### src/rtl/agu.sv
module agu #(
  parameter int AW = 16,
  parameter int NUM_AR = 8,
  localparam int SW = $clog2(NUM_AR),
  localparam int WSW = $clog2(NUM_AR + 3)
) (
  input  logic           clk,
  input  logic           rst_n,
  input  logic           acc_en,
  input  logic [SW-1:0]  sel,
  input  logic [2:0]     mode,
  input  logic           wr_en,
  input  logic [WSW-1:0] wr_sel,
  input  logic [AW-1:0]  wr_data,
  output logic [AW-1:0]  addr
);
  localparam logic [2:0] M_NONE = 3'd0, M_INC = 3'd1, M_DEC = 3'd2, M_ADD0 = 3'd3,
                         M_SUB0 = 3'd4, M_ADD1 = 3'd5, M_CIRC = 3'd6, M_BREV = 3'd7;
  localparam logic [WSW-1:0] SEL_IDX0 = WSW'(NUM_AR);
  localparam logic [WSW-1:0] SEL_IDX1 = WSW'(NUM_AR + 1);
  localparam logic [WSW-1:0] SEL_BLK  = WSW'(NUM_AR + 2);

  logic [AW-1:0] ar_q [NUM_AR];
  logic [AW-1:0] ir0_r, ir1_r, bk_r;
  logic [AW-1:0] cur, nxt, win_mask, off, base, circ_nxt;
  logic [AW:0]   off_inc;

  function automatic logic [AW-1:0] rev(input logic [AW-1:0] v);
    logic [AW-1:0] r;
    for (int i = 0; i < AW; i++) r[i] = v[AW-1-i];
    return r;
  endfunction

  assign cur  = ar_q[sel];
  assign addr = cur;

  always_comb begin
    win_mask = bk_r - AW'(1);
    for (int i = 0; i < AW; i++) win_mask = win_mask | (win_mask >> 1);
  end

  assign off      = cur & win_mask;
  assign base     = cur & ~win_mask;
  assign off_inc  = {1'b0, off} + {{AW{1'b0}}, 1'b1};
  assign circ_nxt = (bk_r == '0) ? cur + AW'(1) :
                    (off_inc >= {1'b0, bk_r}) ? base : (base | off_inc[AW-1:0]);

  always_comb begin
    unique case (mode)
      M_NONE:  nxt = cur;
      M_INC:   nxt = cur + AW'(1);
      M_DEC:   nxt = cur - AW'(1);
      M_ADD0:  nxt = cur + ir0_r;
      M_SUB0:  nxt = cur - ir0_r;
      M_ADD1:  nxt = cur + ir1_r;
      M_CIRC:  nxt = circ_nxt;
      M_BREV:  nxt = rev(rev(cur) + rev(ir0_r));
      default: nxt = cur;
    endcase
  end

  always_ff @(posedge clk) begin
    if (!rst_n) begin
      for (int i = 0; i < NUM_AR; i++) ar_q[i] <= '0;
      ir0_r <= '0;
      ir1_r <= '0;
      bk_r  <= '0;
    end else begin
      if (acc_en && mode != M_NONE) ar_q[sel] <= nxt;
      if (wr_en) begin
        if (wr_sel < SEL_IDX0) ar_q[wr_sel[SW-1:0]] <= wr_data;
        else if (wr_sel == SEL_IDX0) ir0_r <= wr_data;
        else if (wr_sel == SEL_IDX1) ir1_r <= wr_data;
        else if (wr_sel == SEL_BLK)  bk_r  <= wr_data;
      end
    end
  end
endmodule


### config.mk
export PLATFORM = sky130hd
export DESIGN_NAME = agu
export DESIGN_NICKNAME = d
export VERILOG_FILES = /design/src/rtl/agu.sv
export SDC_FILE = /design/constraint.sdc
export NUM_CORES = 1
export LEC_CHECK = 0
export BUFFER_PORTS_ARGS = -buffer_cell sky130_fd_sc_hd__buf_2
export CAP_MARGIN = 20
export CORE_MARGIN = 2
export CORE_UTILIZATION = 52
export DETAILED_ROUTE_END_ITERATION = 10
export GPL_ROUTABILITY_DRIVEN = 0
export GPL_TIMING_DRIVEN = 0
export PLACE_DENSITY = 0.78
export SLEW_MARGIN = 15
export SYNTH_ARGS = -nofsm -noshare
export SYNTH_HDL_FRONTEND = slang
export SYNTH_SLANG_ARGS = --single-unit
### constraint.sdc
create_clock -name clk -period 17.55 [get_ports clk]
set_input_delay 1.755 -clock clk [delete_from_list [all_inputs] [get_ports clk]]
set_output_delay 1.755 -clock clk [all_outputs]
set_load 0.05 [all_outputs]
==> impl_metrics.tcl <==
set metrics [dict create \
    min_path_type "flop to flop" \
    ys_ff_latch 176 \
    setup_tns_ps 0 \
    synth_top_cell_area_share 0.277 \
    wire_per_inst_um 26.3 \
    slowest_stage "nor4_4" \
    cts-resized-gates 0 \
    fp.dieH_um 167 \
    end_kind "flop" \
    fill_cells 2306 \
    synth_edf_count 128 \
    status "finished, violations left" \
    grt_max_degree 18 \
    worstSetupStartpointType "input pin" \
    relSlewSlack 0.213 \
    reg2reg_depth 26 \
    synth_common_cells "nand2_1, edfxtp_1, nor2_1" \
    numCtsBuffers 17 \
    ant_nets 0 \
    synthCells 1596 \
    gr-total-overflow 0 \
    crit_family "compound AO/OA/AOI/OAI gates" \
    die-area_sq_um 28000 \
    hp-start "ir1_r[13]$_SDFFE_PN0P_" \
    power_leakage_nw 5.45 \
    maxSlewViolCount 0 \
    via_count 14400 \
    power_mw 1.22 \
    clk_path_buf_depth 2 \
    ys_seq_area_frac 0.347 \
    first_pass_iters 10 \
    grtUsageTotal 0.372 \
    drc 1 \
    tightestPinTransition_ps 1180 \
    final_hold_viol_count 0 \
    area_growth_pct 9.11 \
    cp.arrival_ps 8780 \
    yosysUniqueCellTypes 96 \
    min_period_ps 8530 \
    hold-path-cell-count 2 \
    initial_core_util 0.530 \
    drt_iter0_drc 2284 \
    dp_hpwl_um 38600 \
    yosysWarningCount 0 \
    ys_async_sr_fraction 0 \
    path_buf_inv 5 \
    grt_pass1_wl_um 78800 \
    crit_path_max_incr_delay_ps 640 \
    clock_latency_ps 450 \
    pin_count 46 \
    synthFlopType "edfxtp_1" \
    die_w_um 167 \
    r2r_slack_ps 9180 \
    power-per-cell-area_nw_per_um2 81.0 \
    avgSynthCellArea_sq_um 8.68 \
    cts_tree "done" \
    max_cap_violations 0 \
    postCtsHoldBufs 0 \
    clock_sinks 176 \
    port_buffers 41 \
    fin_crit_sh 0.486 \
    core-area_sq_um 26100 \
    criticalPathCategory "input pin to flop" \
    fin_cells 2009 \
    nets 1746 \
    syn_nets 1681 \
    critical_path.most_common_cell "a21oi_1" \
    fin_ws_ps 9020 \
    skew_ps 16.7 \
    n_antenna_cell 0 \
    setup_viol 0 \
    regToRegStartpoint "bk_r[0]$_SDFFE_PN0P_" \
    rsz0062_at_grt "false" \
    fp-row-count 59 \
    ctsRootBufferMaster "clkbuf_16" \
    peakVddDrop_mv 0.0591 \
    violations "design-rule violations" \
    grt_pass1_vias 13200 \
    htree_levels 4 \
    syn_area_sq_um 13900 \
    rr_endpoint "ar_q[2][2]$_DFFE_PP_" \
    place_inst 1973 \
    path_clk_slew_ps 80 \
    antenna_found_initial 0 \
    synth_area_leaders "edfxtp_1, dfxtp_1, nand2_1" \
    via_per_inst 7.17 \
    cts_setup_buffers 0 \
    critPathRequiredTime_ps 17800 \
    crit_path_cell_trace "buf_2, buf_4, buf_4, buf_2, nand3_1, a21oi_1, nor2_1, a21oi_1, ha_1, nand4_1, a311oi_1, xnor2_1, o21ai_0, ha_1, a21o_1, a21o_1, a21oi_1, a21oi_1, nor2_1, clkbuf_1, nand3_1, nor4_4, nor2_2, o311ai_1" \
    crit_fanout 10 \
    yosysTopAreaCell "edfxtp_1" \
    layout-drive-gt1-share 0.103 \
    dp_slack_ps 9000 \
    fmax_mhz 117 \
    yosys.cell_count.top_type "nand2_1" \
    min_to "ir1_r[13]$_SDFFE_PN0P_" \
    wirelength_um 52800 \
]
## where the power goes
part	switching (mW)	internal, mW	leakage, nW
logic	0.266	0.114	3.45
clock network	0.183	0.191	0.285
registers	0.00666	0.464	1.71
total	0.456	0.768	5.45
## state kept, by name, indices dropped and copies added, names as in the netlist
register,flops
ir1_r,16
ir0_r,16
bk_r,16
ar_q,128
## area by class of cell
| type | count | area [sq um] | area share |
|---|---|---|---|
| buffer | 98 | 430 | 0.0285 |
| clock buffer | 18 | 439 | 0.0291 |
| clock inverter | 14 | 119 | 0.00786 |
| inverter | 45 | 169 | 0.0112 |
| multi-input combinational | 1277 | 8460 | 0.560 |
| sequential | 176 | 4800 | 0.318 |
| tap | 335 | 419 | 0.0277 |
| timing repair buffer | 46 | 273 | 0.0180 |
## stage by stage
stage	instance area, sq um	hold WS, ps	util
2_1_floorplan	13900	443	-
3_3_place_gp	14500	454	0.554
3_5_place_dp	14500	461	0.555
4_1_cts	15100	471	0.576
5_1_grt	15100	494	0.578
6_report	15100	471	0.578
## cell families (layout without fill, tap and decap cells)
logic type | after synthesis | in the layout | share of synthesized area
buf+inv | 143 | 221 | 0.0433
simple gates | 611 | 611 | 0.214
compound gates | 508 | 508 | 0.263
mux | 47 | 47 | 0.0466
fa+ha+maj | 55 | 55 | 0.0508
flops | 176 | 176 | 0.347
xor+xnor | 56 | 56 | 0.0354
## worst max-delay path by stage
| stage | from | to | slack, ps | depth (start not counted) |
|---|---|---|---|---|
| floorplan | sel[2] | ar_q[0][2]$_DFFE_PP_ | 10950 | 24 |
| global placement | sel[2] | ar_q[5][0]$_DFFE_PP_ | 8930 | 25 |
| detailed placement | sel[2] | ar_q[5][0]$_DFFE_PP_ | 9000 | 25 |
| CTS | sel[2] | ar_q[0][0]$_DFFE_PP_ | 9440 | 25 |
| global route | sel[2] | ar_q[4][2]$_DFFE_PP_ | 8870 | 24 |
| finish | sel[2] | ar_q[2][2]$_DFFE_PP_ | 9020 | 24 |
## metal layers
layer  up-vias  share of wire  global-route usage
met2      1264           0.42               0.551
met4         0          0.066               0.225
met3       217           0.16               0.122
met5         -              0                   0
met1      6689           0.35               0.472
li1       6233              -                   -
## placed cells by master (no fill, tap or decap), types with 10 or more instances in the layout
master / n
o2111ai_1: 11
nor3_1: 46
xor2_1: 24
a22o_1: 44
and2_1: 13
nor4_1: 15
nand3_1: 46
edfxtp_1: 128
o31ai_1: 22
nand2_1: 249
a22oi_1: 16
mux4_2: 12
and3_1: 14
a31oi_1: 19
nor2b_1: 14
inv_1: 39
buf_2: 52
clkbuf_1: 77
ha_1: 53
or3_1: 13
a21oi_1: 69
nand4_1: 21
mux2i_1: 15
a21boi_0: 52
nand2b_1: 14
xnor2_1: 32
a211oi_1: 11
a21o_1: 10
clkbuf_16: 17
o211ai_1: 13
nor2_1: 110
mux2_2: 20
o221ai_1: 13
dfxtp_1: 48
o21ai_0: 101
## tightest hold or removal path, cell delays in order (launching register included)
cell and delay (ps):
dfxtp_1 310, nand2_1 50, a21boi_0 60
Power figures use the tool's default switching activity.
